===== src/rtl/smem_pkg.sv =====
package smem_pkg;

  typedef enum logic [2:0] {
    PH_IDLE,
    PH_SEL,
    PH_AHI,
    PH_ALO,
    PH_WDAT,
    PH_RDAT
  } phase_t;

  // strobes from control to datapath, one cycle each
  typedef struct packed {
    logic shiftIn;
    logic loadHi;
    logic loadLo;
    logic pushWr;
    logic fetchRd;
  } strobe_t;

endpackage


===== src/rtl/smem_ctrl.sv =====
module smem_ctrl
  import smem_pkg::*;
#(
  parameter logic [6:0] SEL_CODE = 7'b1010100
) (
  input  logic          clk,
  input  logic          rstN,
  input  logic          startEv,
  input  logic          stopEv,
  input  logic          sclRise,
  input  logic          sclFall,
  input  logic          sdaIn,
  input  logic          busy,
  input  logic [7:0]    rxByte,
  input  logic [7:0]    txByte,
  output strobe_t       strb,
  output logic          sdaPullLow
);

  phase_t     phase, nextPhase;
  logic [3:0] bitCnt;
  logic       ackOn;
  logic       receiving, byteDone, selHit, hostAckSlot;

  assign receiving   = (phase == PH_SEL) || (phase == PH_AHI) ||
                       (phase == PH_ALO) || (phase == PH_WDAT);
  assign byteDone    = sclRise && receiving && (bitCnt == 4'd7);
  assign selHit      = (rxByte[7:1] == SEL_CODE) && !busy;
  assign hostAckSlot = sclRise && (phase == PH_RDAT) && (bitCnt == 4'd8);

  always_comb begin
    strb = '0;
    if (!startEv && !stopEv) begin
      strb.shiftIn = sclRise && receiving && (bitCnt < 4'd8);
      if (byteDone) begin
        case (phase)
          PH_SEL:  strb.fetchRd = selHit && rxByte[0];
          PH_AHI:  strb.loadHi  = 1'b1;
          PH_ALO:  strb.loadLo  = 1'b1;
          PH_WDAT: strb.pushWr  = 1'b1;
          default: ;
        endcase
      end
      if (hostAckSlot && !sdaIn) strb.fetchRd = 1'b1;
    end
  end

  always_ff @(posedge clk) begin
    if (!rstN) begin
      phase      <= PH_IDLE;
      nextPhase  <= PH_IDLE;
      bitCnt     <= '0;
      ackOn      <= 1'b0;
      sdaPullLow <= 1'b0;
    end else if (startEv) begin
      phase      <= PH_SEL;
      bitCnt     <= '0;
      ackOn      <= 1'b0;
      sdaPullLow <= 1'b0;
    end else if (stopEv) begin
      phase      <= PH_IDLE;
      bitCnt     <= '0;
      ackOn      <= 1'b0;
      sdaPullLow <= 1'b0;
    end else if (phase != PH_IDLE) begin
      if (sclRise) begin
        if (bitCnt < 4'd9) bitCnt <= bitCnt + 4'd1;
        if (byteDone) begin
          case (phase)
            PH_SEL: begin
              ackOn     <= selHit;
              nextPhase <= !selHit ? PH_IDLE : (rxByte[0] ? PH_RDAT : PH_AHI);
            end
            PH_AHI: begin ackOn <= 1'b1; nextPhase <= PH_ALO;  end
            PH_ALO: begin ackOn <= 1'b1; nextPhase <= PH_WDAT; end
            default: begin ackOn <= 1'b1; nextPhase <= PH_WDAT; end
          endcase
        end
        if (hostAckSlot) begin
          ackOn     <= 1'b0;
          nextPhase <= sdaIn ? PH_IDLE : PH_RDAT;
        end
      end else if (sclFall) begin
        if (bitCnt == 4'd8) begin
          sdaPullLow <= ackOn;
        end else if (bitCnt == 4'd9) begin
          bitCnt     <= '0;
          ackOn      <= 1'b0;
          phase      <= nextPhase;
          sdaPullLow <= (nextPhase == PH_RDAT) && !txByte[7];
        end else if ((phase == PH_RDAT) && (bitCnt != 4'd0)) begin
          sdaPullLow <= !txByte[3'd7 - bitCnt[2:0]];
        end
      end
    end
  end

endmodule


===== src/rtl/smem_dpath.sv =====
module smem_dpath
  import smem_pkg::*;
#(
  parameter int ADDR_W = 13
) (
  input  logic              clk,
  input  logic              rstN,
  input  logic              sdaIn,
  input  strobe_t           strb,
  output logic [7:0]        rxByte,
  output logic [7:0]        txByte,
  output logic              wrValid,
  output logic [ADDR_W-1:0] wrAddr,
  output logic [7:0]        wrData,
  output logic              rdEn,
  output logic [ADDR_W-1:0] rdAddr,
  input  logic [7:0]        rdData
);

  localparam int HI_W = ADDR_W - 8;

  logic [6:0]        shiftReg;
  logic [HI_W-1:0]   addrHi;
  logic [ADDR_W-1:0] addrCnt;
  logic              rdLatch;

  assign rxByte = {shiftReg, sdaIn};

  always_ff @(posedge clk) begin
    if (!rstN) begin
      shiftReg <= '0;
      addrHi   <= '0;
      addrCnt  <= '0;
      wrValid  <= 1'b0;
      wrAddr   <= '0;
      wrData   <= '0;
      rdEn     <= 1'b0;
      rdAddr   <= '0;
      rdLatch  <= 1'b0;
      txByte   <= 8'hFF;
    end else begin
      wrValid <= 1'b0;
      rdEn    <= 1'b0;
      rdLatch <= rdEn;
      if (rdLatch) txByte <= rdData;
      if (strb.shiftIn) shiftReg <= rxByte[6:0];
      if (strb.loadHi)  addrHi   <= rxByte[HI_W-1:0];
      if (strb.loadLo)  addrCnt  <= {addrHi, rxByte};
      if (strb.pushWr) begin
        wrValid <= 1'b1;
        wrAddr  <= addrCnt;
        wrData  <= rxByte;
        addrCnt <= addrCnt + 1'b1;
      end
      if (strb.fetchRd) begin
        rdEn    <= 1'b1;
        rdAddr  <= addrCnt;
        addrCnt <= addrCnt + 1'b1;
      end
    end
  end

endmodule


===== src/rtl/smem_proto_ctrl.sv =====
module smem_proto_ctrl
  import smem_pkg::*;
#(
  parameter int         ADDR_W   = 13,
  parameter logic [6:0] SEL_CODE = 7'b1010100
) (
  input  logic              clk,
  input  logic              rstN,
  input  logic              startEv,
  input  logic              stopEv,
  input  logic              sclRise,
  input  logic              sclFall,
  input  logic              sdaIn,
  input  logic              busy,
  output logic              sdaPullLow,
  output logic              wrValid,
  output logic [ADDR_W-1:0] wrAddr,
  output logic [7:0]        wrData,
  output logic              rdEn,
  output logic [ADDR_W-1:0] rdAddr,
  input  logic [7:0]        rdData
);

  strobe_t    strb;
  logic [7:0] rxByte;
  logic [7:0] txByte;

  smem_ctrl #(.SEL_CODE(SEL_CODE)) ctrl_i (
    .clk(clk), .rstN(rstN), .startEv(startEv), .stopEv(stopEv),
    .sclRise(sclRise), .sclFall(sclFall), .sdaIn(sdaIn), .busy(busy),
    .rxByte(rxByte), .txByte(txByte), .strb(strb), .sdaPullLow(sdaPullLow)
  );

  smem_dpath #(.ADDR_W(ADDR_W)) dpath_i (
    .clk(clk), .rstN(rstN), .sdaIn(sdaIn), .strb(strb),
    .rxByte(rxByte), .txByte(txByte),
    .wrValid(wrValid), .wrAddr(wrAddr), .wrData(wrData),
    .rdEn(rdEn), .rdAddr(rdAddr), .rdData(rdData)
  );

endmodule


===== config.mk =====
export PLATFORM = sky130hd
export DESIGN_NAME = smem_proto_ctrl
export DESIGN_NICKNAME = d
export VERILOG_FILES = /design/src/rtl/smem_pkg.sv /design/src/rtl/smem_ctrl.sv /design/src/rtl/smem_dpath.sv /design/src/rtl/smem_proto_ctrl.sv
export SDC_FILE = /design/constraint.sdc
export NUM_CORES = 1
export LEC_CHECK = 0
export BUFFER_PORTS_ARGS = -buffer_cell sky130_fd_sc_hd__buf_4
export CAP_MARGIN = 20
export CORE_ASPECT_RATIO = 1.4
export CORE_MARGIN = 5
export CORE_UTILIZATION = 51
export DETAILED_ROUTE_END_ITERATION = 10
export HOLD_SLACK_MARGIN = 0.03
export PLACE_DENSITY = 0.77
export SYNTH_ARGS = -nofsm -noshare
export SYNTH_HDL_FRONTEND = slang
export SYNTH_SLANG_ARGS = --single-unit

===== constraint.sdc =====
create_clock -name clk -period 1.8 [get_ports clk]
set_input_delay 0.45 -clock clk [delete_from_list [all_inputs] [get_ports clk]]
set_output_delay 0.45 -clock clk [all_outputs]
set_load 0.02 [all_outputs]

# Yosys cells after proc, flatten, opt, wreduce, memory -nomap -nowiden
# Index checks and enable logic that the tools add are counted.
# word_totals
ramBits,0
romBits,0
output_inout_bits,37
latch_bits,0
elab_cells,121
reg_bits,82
in_bits,16
n_memories,0
# classes
shifts,0
div_mod_pow,0
magnitude_cmp,3
n_reduce_logical,37
n_bitwise,5
addsub,3
mul,0
n_mux,42
eq_ne,15
# op_table
op,n
two-way mux 13 bit,3
two-way mux 1 bit,25
AND reduction 5 bit,5
two-way mux 4 bit,6
nonzero test 3 bit,6
two-way mux 3 bit,5
"adder 13 x 1 -> 13 bit, second input constant",1
logical AND 1 bit,11
"== test 3 bit, second input constant",3
"== test 4 bit, second input constant",2
"< comparator 4 bit, second input constant",2
"== test 7 bit, second input constant",1
"== test 3 x 2 -> 1 bit, second input constant",2
logical NOT 1 bit,6
"!= test 3 bit, second input constant",2
one-hot mux 3 bit (2 select lines),1
nonzero test 2 bit,3
two-way mux 5 bit,1
inverter 1 bit,5
"adder 4 x 1 -> 4 bit, second input constant",1
"== test 4 x 3 -> 1 bit, second input constant",1
"< comparator 3 x 4 -> 1 bit, second input constant",1
AND reduction 4 bit,1
nonzero test 4 bit,1
8 further kinds,10

# Longest topological paths before layout
# Gate-level depths: netlist (run 1).
# depth
word_depth,12
mapped_depth,8
depth_no_buf,7

# Modules after synthesis
# From an unflattened synthesis (run 1), not the netlist that was laid out.
# hier_totals
hier_cells,386
hier_area_um2,3764.9
# by_module_without_submodules
module,cells_each,n_inst,seq_area_each_um2,area_per_inst_um2
smem_dpath,263,1,1401.3,2720.1
smem_ctrl,123,1,240.2,1044.8

# Worst setup path before layout (run 1)
# No wires, ideal clock.
# synth_path
kind,register -> register
from,register ctrl_i.bitCnt[1]
to,register dpath_i.addrCnt[12]
slack_ns,-0.206
path_buffers,2
period_less_slack_ns,2.006
t_required_ns,1.730
t_arrival_ns,1.936
setup_ns,0.070
stages_incl_launch_ff,9
cell_sequence,dfxtp_1 -> ha_1 -> and3b_1 -> buf_2 -> nand4_2 -> o221a_4 -> buf_4 -> o31ai_2 -> o2bb2ai_1
# synth_between
elab_chain_len,6
word_cells_on_any_way,11
classes_between,eq/ne (2); mux (5); reduce/logical (4)
# synth_lines
element,line,rtl
start: declaration,smem_ctrl.sv:21,logic [3:0] bitCnt;
start signal: assignment,smem_ctrl.sv:67,if (bitCnt < 4'd9) bitCnt <= bitCnt + 4'd1;
== test 4 x 3 -> 1 bit or == test 4 bit (tied branches),"smem_ctrl.sv:27, smem_ctrl.sv:29",
"logical AND 1 bit, on equally long branches","smem_ctrl.sv:27, smem_ctrl.sv:29",
two-way mux 4 bit or logical AND 1 bit (tied branches),"smem_ctrl.sv:35, smem_ctrl.sv:44",
two-way mux 1 bit or two-way mux 5 bit (tied branches),"smem_ctrl.sv:44, smem_ctrl.sv:33",
two-way mux 5 bit (*),smem_ctrl.sv:33,if (!startEv && !stopEv) begin
nonzero test 3 bit (no source line) or two-way mux 13 bit (tied branches),-,
end signal: assignment,smem_dpath.sv:48,"if (strb.loadLo) addrCnt <= {addrHi, rxByte};"
end signal: assignment,smem_dpath.sv:53,addrCnt <= addrCnt + 1'b1;
end signal: assignment,smem_dpath.sv:58,addrCnt <= addrCnt + 1'b1;
end: declaration,smem_dpath.sv:24,logic [ADDR_W-1:0] addrCnt;
# Every way passes the cells marked *; elsewhere a longest branch is shown, timed or not.
# A chain may end at the register's enable or synchronous reset.

# Final worst setup path (run 1)
# layout_path
from,register ctrl_i.bitCnt[1]
to,register dpath_i.addrCnt[0]
# Same word-level chain as after synthesis.

==> run_results.csv, run 1 <==
group,metric,value,unit
power_and_ir_drop,ir_drop,0.0007354,V
timing,drv_slew,0,
worst_setup_path,cp.arrival,2.15,ns
finish,antenna_cells,0,
die,fp.dieH,112.1,um
route,dr.pass1.iters,4,
worst_setup_path,crit_type,"reg -> reg",
worst_setup_path,endpoint_kind,"register",
worst_setup_path,critPathMaxFanout,12,
finish,nNetsFinal,540,
yosys,ys_seq_area_share,43.20,%
die,start_util,51.95,%
grt,grt_max_degree,36,
yosys,ys_dominant_reg_cell,"dfxtp_1",
grt,grt_pass1_vias,3561,
route,drt-total-wl,11.08,mm
die,placement_rows,37,
timing,finalHoldViolCount,0,
flow_run,drv_cap,0,
die,dieArea,9301,sq um
yosys,synth_edf_count,0,
power_and_ir_drop,p_leak,0.002266,uW
timing,fmaxAchievable,525.9,MHz
yosys,async_flop_share,0,%
timing,rsz0062_at_grt,"yes",
clock_tree,cts_max_path_buffers,2,
route,drc,0,
clock_tree,cts_root_buffer,"clkbuf_8",
clock_tree,cts.sinks,82,
yosys,syn_avg_cell_area,9.313,sq um
worst_setup_path,cp.required,2.05,ns
yosys,syn_inst,408,
worst_setup_path,critPathLaunch,"ctrl_i.bitCnt[1]",
timing,period_share,105.6,%
route,post_drt_via_cell_ratio,5.867,
grt,grt_pass1_wl,17.24,mm
place,portBuffers,52,
finish,synthToLayoutAreaGrowth,39.58,%
power_and_ir_drop,power,3416,uW
yosys,ys_ff_latch,82,
clock_tree,cts_hold_buf,0,
timing,fin_ws,-0.1016,ns
yosys,syn_nets,428,
worst_setup_path,r2r_start,"ctrl_i.bitCnt[1]",
power_and_ir_drop,power_density,644.1,nW/um^2
yosys,synthesis.area,3800,sq um
yosys,yosys.cell_types.count,61,
worst_setup_path,start_kind,"register",
timing,tightest_slew,0.4243,ns
run_status,violations,"negative setup slack",
clock_tree,cts_max_level,3,
die,die_w,82.95,um
die,coreArea,7315,sq um
place,dp_hpwl,7.541,mm
yosys,yosys_warnings,0,
timing,slew_headroom,71.68,%
clock_tree,cts_buffers,9,
place,gp_congestion,0.8504,
grt,grt_overflow,0,
worst_hold_path,min_from,"rdData[1]",
route,antenna_left,0,
timing,min_period,1.902,ns
clock_tree,cts_tree,"yes",
route,avgRoutedWirePerCell,17.82,um
grt,grt_usage,22.80,%
die,io_pins,53,
run_status,run_status,"finished, violations left",
clock_tree,clkTransAtPathRegs,0.08,ns
grt,grt_antenna_before_repair,0,
timing,setup_viol,18,
timing,setup_tns,-1.010,ns
worst_hold_path,hp-class,"in -> reg",
route,drtIter0Drc,270,
route,num_vias,3649,
finish,drive_above_1_share,39.05,%
clock_tree,clk_latency,0.37,ns
timing,finClkSkew,0.01179,ns
## sequential cells by signal, indices dropped and copies added (netlist names), 3 cells and up
| name | count |
|---|---|
| dpath_i.addrCnt | 13 |
| dpath_i.rdAddr | 13 |
| dpath_i.wrAddr | 13 |
| dpath_i.txByte | 8 |
| dpath_i.wrData | 8 |
| dpath_i.shiftReg | 7 |
| dpath_i.addrHi | 5 |
| ctrl_i.bitCnt | 4 |
| ctrl_i.nextPhase | 3 |
| ctrl_i.phase | 3 |
## kinds of logic (layout without fill, tap and decap cells)
family | Yosys count | count (layout) | share of synthesized area (%)
XOR/XNOR | 1 | 1 | 0.2305
multiplexers | 48 | 48 | 13.40
buffers and inverters | 38 | 154 | 4.774
AND/OR/NAND/NOR | 155 | 155 | 22.49
flip-flops | 82 | 82 | 43.20
AO/OA/AOI/OAI | 80 | 81 | 14.59
adder cells (fa/ha/maj) | 4 | 4 | 1.317
## through the flow
| stage | std cells | instance area, sq um | util [%] | hold slack (ns) | setup slack, ns |
|---|---|---|---|---|---|
| after floorplan | 408 | 3862 | - | 0.4358 | -0.02043 |
| after global placement | 590 | 4707 | 64.35 | 0.4482 | -0.2084 |
| after detailed placement | 590 | 4707 | 64.35 | 0.4600 | -0.2364 |
| after CTS | 611 | 5015 | 68.56 | 0.2870 | -0.07625 |
| after global routing | 622 | 5304 | 72.51 | 0.2914 | -0.1826 |
| final | 622 | 5304 | 72.51 | 0.2969 | -0.1016 |
## critical path: stages, from the launching register on
cell and delay (ns):
dfxtp_4 0.38, ha_4 0.16, and3b_2 0.24, buf_4 0.16
nand4_4 0.13, o221a_4 0.28, buf_4 0.15, a2bb2oi_1 0.19
a21oi_1 0.08
## Yosys cell counts (2+ instances only)
cell type | instances | area [sq um]
a32oi_1 | 7 | 61.31
a21oi_1 | 21 | 105.1
and4_1 | 2 | 17.52
nor3b_2 | 2 | 25.02
inv_1 | 6 | 22.52
and3_1 | 2 | 12.51
nor2_1 | 51 | 191.4
or2_2 | 3 | 18.77
clkbuf_1 | 16 | 60.06
a31oi_1 | 9 | 56.30
o211ai_1 | 2 | 15.01
and2_1 | 4 | 25.02
or3b_2 | 2 | 17.52
mux4_2 | 2 | 45.04
ha_1 | 4 | 50.05
nand2_1 | 22 | 82.58
buf_2 | 7 | 35.03
a311oi_1 | 3 | 26.28
nand2b_1 | 2 | 12.51
buf_4 | 6 | 45.04
nor3_1 | 5 | 25.02
mux2i_1 | 43 | 430.4
o31ai_2 | 2 | 25.02
mux2_2 | 3 | 33.78
a22oi_1 | 3 | 22.52
and3b_1 | 2 | 17.52
nor4b_4 | 2 | 47.55
a211oi_1 | 2 | 15.01
or3_1 | 7 | 43.79
nand4b_1 | 2 | 17.52
nor2b_1 | 4 | 25.02
o21ai_0 | 16 | 80.08
nand4_2 | 2 | 25.02
nand4_1 | 7 | 43.79
nand3_1 | 28 | 140.1
dfxtp_1 | 82 | 1642
## where the power goes
part           internal (uW)  switching, uW  total [uW]
clock network            721            697        1420
registers               1810           2.91        1810
logic                   82.6            101         184
## timing repair
item	4_1_cts	5_1_grt
gates cloned	0	3
endpoints found under the setup margin	30	47
pin swaps	6	12
gates resized for setup	14	54
buffers inserted	5	8
## cell type report
class / instances / area, sq um
clock inverters: 5 / 60.06
clock buffers: 11 / 151.4
well taps: 97 / 121.4
repair buffers: 131 / 1069
flip-flops and latches: 82 / 1653
multi-input cells: 289 / 2221
fillers: 546 / 2011
inverters: 7 / 28.78
## metal layers
| layer | global-route usage [%] | routed length [um] |
|---|---|---|
| met5 | 0 | 0 |
| met4 | 9.815 | 437 |
| met3 | 5.360 | 503 |
| met2 | 42.56 | 5938 |
| met1 | 24.18 | 4203 |
## path summary, 6_finish.rpt
kind | end | slack, ns | cells after the start
max | dpath_i.addrCnt[0] | -0.10 | 8
min | dpath_i.txByte[1] | 0.30 | 3
max reg2reg | dpath_i.addrCnt[0] | -0.10 | 8
min reg2reg | dpath_i.rdAddr[4] | 0.48 | 2
## layout by cell type (no fill, tap or decap), types with 3 or more instances in the layout
master    Yosys  layout
a32oi_1       7       6
or2_2         3       3
mux2_4        0       3
a22oi_1       3       3
nand4_4       1       3
o21ai_2       0       3
a21oi_1      21      21
buf_4         6     119
and2_1        4       4
a31oi_1       9       8
nand4_1       7       7
or3_1         7       7
nor2b_1       4       4
nand3_1      28      26
dfxtp_1      82      77
buf_12        0       3
nor2_1       51      49
inv_1         6       5
dfxtp_2       0       3
buf_6         1       8
nor3_1        5       4
mux2i_1      43      41
o21ai_1       0      11
clkbuf_8      0      11
nand2_1      22      22
No activity file was read; power rests on OpenSTA's default activity.
==> inputs of run 2 (changes only) <==
--- a/config.mk
+++ b/config.mk
@@ -7,7 +7,6 @@
 export LEC_CHECK = 0
 export BUFFER_PORTS_ARGS = -buffer_cell sky130_fd_sc_hd__buf_4
 export CAP_MARGIN = 20
-export CORE_ASPECT_RATIO = 1.4
 export CORE_MARGIN = 5
 export CORE_UTILIZATION = 51
 export DETAILED_ROUTE_END_ITERATION = 10
==> constraint.sdc (replaced) <==
create_clock -name clk -period 1.8 [get_ports clk]
set_input_delay 0.45 -clock clk [delete_from_list [all_inputs] [get_ports clk]]
set_output_delay 0.45 -clock clk [all_outputs]
set_load 0.005 [all_outputs]
==> run 2 against run 1 <==
Effect of this change:
- the flow still finishes with violations (negative setup slack)
- utilization up 1.6 points
- worst hold slack better by 0.014 ns
- clock power decreased by 6%
- clock skew shrank 0.00094 ns
- via count rose by 1.9%
- final cell count increased by 1.8%
- count of clock-buffer cells in the layout down 1
- sequential share of layout area is 0.36 points lower
- die area is 0.26% lower
- highest routed layer unchanged
==> run_results.csv, run 2 (synthesized netlist as in run 1, its figures left out) <==
group,metric,value,unit
run_status,run_status,"finished, violations left",
run_status,violations,"negative setup slack",
finish,antenna_cells,0,
timing,tightest_slew,0.5226,ns
clock_tree,cts_buffers,9,
timing,finClkSkew,0.01085,ns
worst_setup_path,critPathMaxFanout,7,
grt,grt_overflow,0,
route,drc,0,
worst_setup_path,cp.required,2.08,ns
worst_setup_path,cp.arrival,2.23,ns
finish,num-fill-cells,507,
clock_tree,cts_max_level,3,
grt,grt_pass1_wl,16.67,mm
timing,period_share,108.1,%
finish,fin_util,74.14,%
die,placement_rows,31,
grt,grt_usage,23.13,%
finish,largest_registers,"dpath_i.addrCnt x13, dpath_i.rdAddr x13, dpath_i.wrAddr x13",
timing,rsz0062_at_grt,"yes",
worst_setup_path,crit_type,"reg -> reg",
die,start_util,52.39,%
clock_tree,cts_root_buffer,"clkbuf_8",
worst_hold_path,hp-class,"in -> reg",
timing,setup_viol,28,
route,drt-total-wl,11.22,mm
power_and_ir_drop,p_int,2530,uW
timing,fin_ws,-0.1456,ns
clock_tree,cts.sinks,82,
finish,final_cell_mix,"125 x buf_4, 76 x dfxtp_1, 49 x nor2_1",
power_and_ir_drop,switching_share,23.88,%
power_and_ir_drop,p_leak,0.002298,uW
grt,grt_antenna_before_repair,0,
grt,grt_pass1_vias,3446,
timing,finalHoldViolCount,0,
route,antenna_left,0,
power_and_ir_drop,power_switching,793.6,uW
clock_tree,clkTransAtPathRegs,0.09,ns
place,gp_congestion,0.9063,
die,coreArea,7253,sq um
timing,min_period,1.946,ns
power_and_ir_drop,clock_power_share,40.1,%
timing,drv_slew,0,
finish,stdcell_area,5378,sq um
route,drtIter0Drc,323,
route,post_drt_via_cell_ratio,5.877,
grt,grt_max_degree,25,
power_and_ir_drop,ir_drop,0.0003871,V
finish,drive_above_1_share,41.39,%
clock_tree,cts_max_path_buffers,2,
finish,layout_commonest_cell,"buf_4",
timing,fmaxAchievable,514.0,MHz
worst_setup_path,start_kind,"register",
worst_setup_path,endpoint_kind,"register",
place,dp_hpwl,7.156,mm
power_and_ir_drop,p_seq_share,54.6,%
flow_run,drv_cap,0,
power_and_ir_drop,power_density,618.1,nW/um^2
place,portBuffers,52,
timing,slew_headroom,65.11,%
die,fp.dieH,96.32,um
die,io_pins,53,
power_and_ir_drop,power_frac_comb,5.3,%
clock_tree,cts_tree,"yes",
route,avgRoutedWirePerCell,17.72,um
die,dieArea,9277,sq um
finish,synthToLayoutAreaGrowth,41.52,%
clock_tree,clk_latency,0.35,ns
place,placed_cell_area,4727,sq um
route,dr.pass1.iters,5,
clock_tree,cts_hold_buf,0,
finish,nNetsFinal,549,
route,num_vias,3720,
die,die_w,96.32,um
[run 2: critical path: stages, from the launching register on]
cell and delay [ns]:
dfxtp_4 0.39, buf_4 0.18, o21ai_0 0.13, buf_4 0.18, nand3_4 0.13, buf_4 0.18, o31ai_4 0.24, buf_6 0.18
nand3_1 0.11, a21oi_2 0.15
[run 2: area by class of cell]
class                      instances  area, sq um  area share [%]
clock buffer                      10        127.6           2.373
clock inverter                     6        66.31           1.233
inverter                           7        26.28          0.4886
multi-input combinational        289         2272           42.25
sequential                        82         1657           30.81
tap                               99        123.9           2.303
timing repair buffer             140         1105           20.54
[run 2: path summary, 6_finish.rpt]
check | cells after the start | slack, ns | from | end
setup reg to reg | 9 | -0.15 | ctrl_i.phase[2] | dpath_i.rdAddr[7]
hold reg to reg | 2 | 0.47 | dpath_i.rdAddr[6] | dpath_i.rdAddr[6]
hold / removal | 3 | 0.31 | rdData[1] | dpath_i.txByte[1]
setup / recovery | 9 | -0.15 | ctrl_i.phase[2] | dpath_i.rdAddr[7]
[run 2: repair_timing]
| item | CTS | global route |
|---|---|---|
| setup endpoints to repair | 36 | 45 |
| cloned | 1 | 2 |
| setup buffers | 14 | 4 |
| resized for setup | 31 | 48 |
| pin swaps | 20 | 27 |
[run 2: per-layer routing]
metal / up-vias / wire, um / global-route usage [%]
met2: 164 / 5467 / 38.99
met5: - / 0 / 0
met1: 1784 / 4799 / 30.05
met3: 34 / 678 / 3.127
met4: 0 / 269 / 8.645
li1: 1738 / - / -
[run 2: metrics by stage]
step | cells | total power [uW] | TNS (ns) | worst slack [ns] | hold WS (ns)
floorplan | 408 | 1935 | -0.02043 | -0.02043 | 0.4358
global placement | 596 | 2011 | -5.437 | -0.1889 | 0.4502
detailed placement | 596 | 2014 | -7.030 | -0.3095 | 0.4640
CTS | 627 | 3321 | -0.6352 | -0.07036 | 0.3029
global route | 633 | 3409 | -4.733 | -0.2109 | 0.3166
finish | 633 | 3324 | -2.378 | -0.1456 | 0.3107
[run 2: power by group through the flow]
stage	sequential (uW)	combinational [uW]	clock, uW
floorplan	1860	78.5	0
global placement	1860	152	0
detailed placement	1860	155	0
CTS	1810	161	1350
global route	1820	187	1410
finish	1810	177	1330
==> inputs of run 3 (changes only) <==
--- a/config.mk
+++ b/config.mk
@@ -12,6 +12,7 @@
 export DETAILED_ROUTE_END_ITERATION = 10
 export HOLD_SLACK_MARGIN = 0.03
 export PLACE_DENSITY = 0.77
+export SETUP_SLACK_MARGIN = 0.2
 export SYNTH_ARGS = -nofsm -noshare
 export SYNTH_HDL_FRONTEND = slang
 export SYNTH_SLANG_ARGS = --single-unit
==> run 3 against run 2 <==
Effect of this change:
- the flow still finishes with violations (negative setup slack)
- worst setup slack got worse by 0.0059 ns
- sequential power about the same
- combinational power is 9% higher
- power fell by 2.7%
- critical endpoint is now dpath_i.addrCnt[6]
- highest routed layer unchanged
==> run_results.csv, run 3 (synthesized netlist as in run 1, its figures left out) <==
group,metric,value,unit
run_status,run_status,"finished, violations left",
run_status,violations,"negative setup slack",
power_and_ir_drop,power_density,585.7,nW/um^2
finish,nNetsFinal,547,
clock_tree,cts_max_path_buffers,2,
timing,drv_slew,0,
grt,grt_max_degree,44,
route,drt-total-wl,12.15,mm
finish,antenna_cells,0,
flow_run,drv_cap,0,
finish,stdcell_area,5524,sq um
timing,finalHoldViolCount,0,
clock_tree,cts_hold_buf,0,
route,antenna_left,0,
power_and_ir_drop,p_leak,0.002286,uW
timing,min_period,1.952,ns
finish,largest_registers,"dpath_i.addrCnt x13, dpath_i.rdAddr x13, dpath_i.wrAddr x13",
timing,slew_headroom,66.03,%
finish,layout_commonest_cell,"buf_4",
grt,grt_antenna_before_repair,0,
finish,final_cell_mix,"114 x buf_4, 76 x dfxtp_1, 47 x nor2_1",
clock_tree,cts_max_level,3,
place,gp_congestion,0.8870,
die,dieArea,9277,sq um
route,drc,0,
place,portBuffers,52,
grt,grt_pass1_vias,3540,
die,fp.dieH,96.32,um
worst_setup_path,cp.required,2.04,ns
clock_tree,cts_tree,"yes",
grt,grt_usage,25.15,%
power_and_ir_drop,power,3235,uW
grt,grt_overflow,0,
clock_tree,cts_buffers,9,
place,dp_slack,-0.2567,ns
route,post_drt_via_cell_ratio,6.087,
place,placed_cell_area,4817,sq um
worst_setup_path,endpoint_kind,"register",
timing,period_share,108.4,%
clock_tree,clk_latency,0.36,ns
finish,num-fill-cells,430,
timing,tightest_slew,0.5088,ns
route,avgRoutedWirePerCell,19.25,um
worst_hold_path,hp-class,"in -> reg",
power_and_ir_drop,ir_drop,0.0005092,V
timing,setup_viol,31,
die,start_util,52.39,%
timing,finClkSkew,0.01217,ns
worst_setup_path,crit_type,"reg -> reg",
worst_setup_path,critPathMaxFanout,7,
timing,rsz0062_at_grt,"yes",
route,drtIter0Drc,274,
finish,synthToLayoutAreaGrowth,45.37,%
worst_setup_path,cp.arrival,2.20,ns
die,die_w,96.32,um
timing,fmaxAchievable,512.4,MHz
worst_setup_path,start_kind,"register",
place,dp_hpwl,7.219,mm
grt,grt_pass1_wl,17.90,mm
clock_tree,cts.sinks,82,
clock_tree,clkTransAtPathRegs,0.09,ns
timing,timing.hold.ws,0.3100,ns
clock_tree,cts_root_buffer,"clkbuf_8",
die,placement_rows,31,
route,dr.pass1.iters,5,
route,num_vias,3841,
timing,fin_ws,-0.1515,ns
finish,drive_above_1_share,42.11,%
die,coreArea,7253,sq um
die,io_pins,53,
[run 3: cell types whose count changed in the layout (fill, tap and decap cells not counted), sizes merged]
cell	before	now
bufinv	1	0
inv	7	8
buf	140	138
clkinv	4	2
clkinvlp	1	3
[run 3: path summary, 6_finish.rpt]
path / end / slack [ns] / startpoint / cells past startpoint
hold / removal: dpath_i.txByte[1] / 0.31 / rdData[1] / 3
setup / recovery: dpath_i.addrCnt[6] / -0.15 / ctrl_i.bitCnt[1] / 7
hold reg to reg: dpath_i.rdAddr[8] / 0.47 / dpath_i.rdAddr[8] / 2
setup reg to reg: dpath_i.addrCnt[6] / -0.15 / ctrl_i.bitCnt[1] / 7
[run 3: what timing repair did]
action | in CTS | in global routing
setup endpoints to repair | 72 | 72
setup buffers | 13 | 9
cloned | 3 | 0
hold endpoints to repair | 0 | 0
resized for setup | 47 | 27
pin swaps | 23 | 11
[run 3: area by class of cell]
type                       count  area [sq um]  share of cell area [%]
clock buffer                  10         127.6                   2.310
clock inverter                 6         48.80                  0.8834
inverter                       7         38.79                  0.7022
multi-input combinational    289          2295                   41.54
sequential                    82          1659                   30.03
tap                           99         123.9                   2.242
timing repair buffer         138          1231                   22.29
[run 3: layer usage]
layer / part of all wire, % / GRT usage (%) / vias up
met2: 48 / 40.71 / 191
li1: - / - / 1730
met5: 0 / 0 / -
met3: 6.5 / 4.378 / 49
met1: 41 / 33.51 / 1871
met4: 3.8 / 9.346 / 0
[run 3: stage by stage]
| step | cells | utilization [%] | TNS (ns) |
|---|---|---|---|
| floorplan | 408 | - | 0 |
| global placement | 590 | 66.41 | -4.759 |
| detailed placement | 590 | 66.41 | -6.397 |
| CTS | 622 | 73.69 | -0.2085 |
| global route | 631 | 76.16 | -4.586 |
| finish | 631 | 76.16 | -1.838 |
[run 3: power by group]
group	switching, uW	internal [uW]	leakage [uW]	total [uW]
logic	110	82.4	0.00154	193
registers	3.29	1810	0.000665	1810
clock network	714	516	0.0000799	1230
[run 3: critical path, cell delays in order (launching register included)]
cell and delay, ns:
dfxtp_4 0.40, ha_4 0.14, and3b_2 0.23, buf_4 0.13
nand3_4 0.13, o311a_1 0.37, o311ai_2 0.32, a21oi_1 0.11
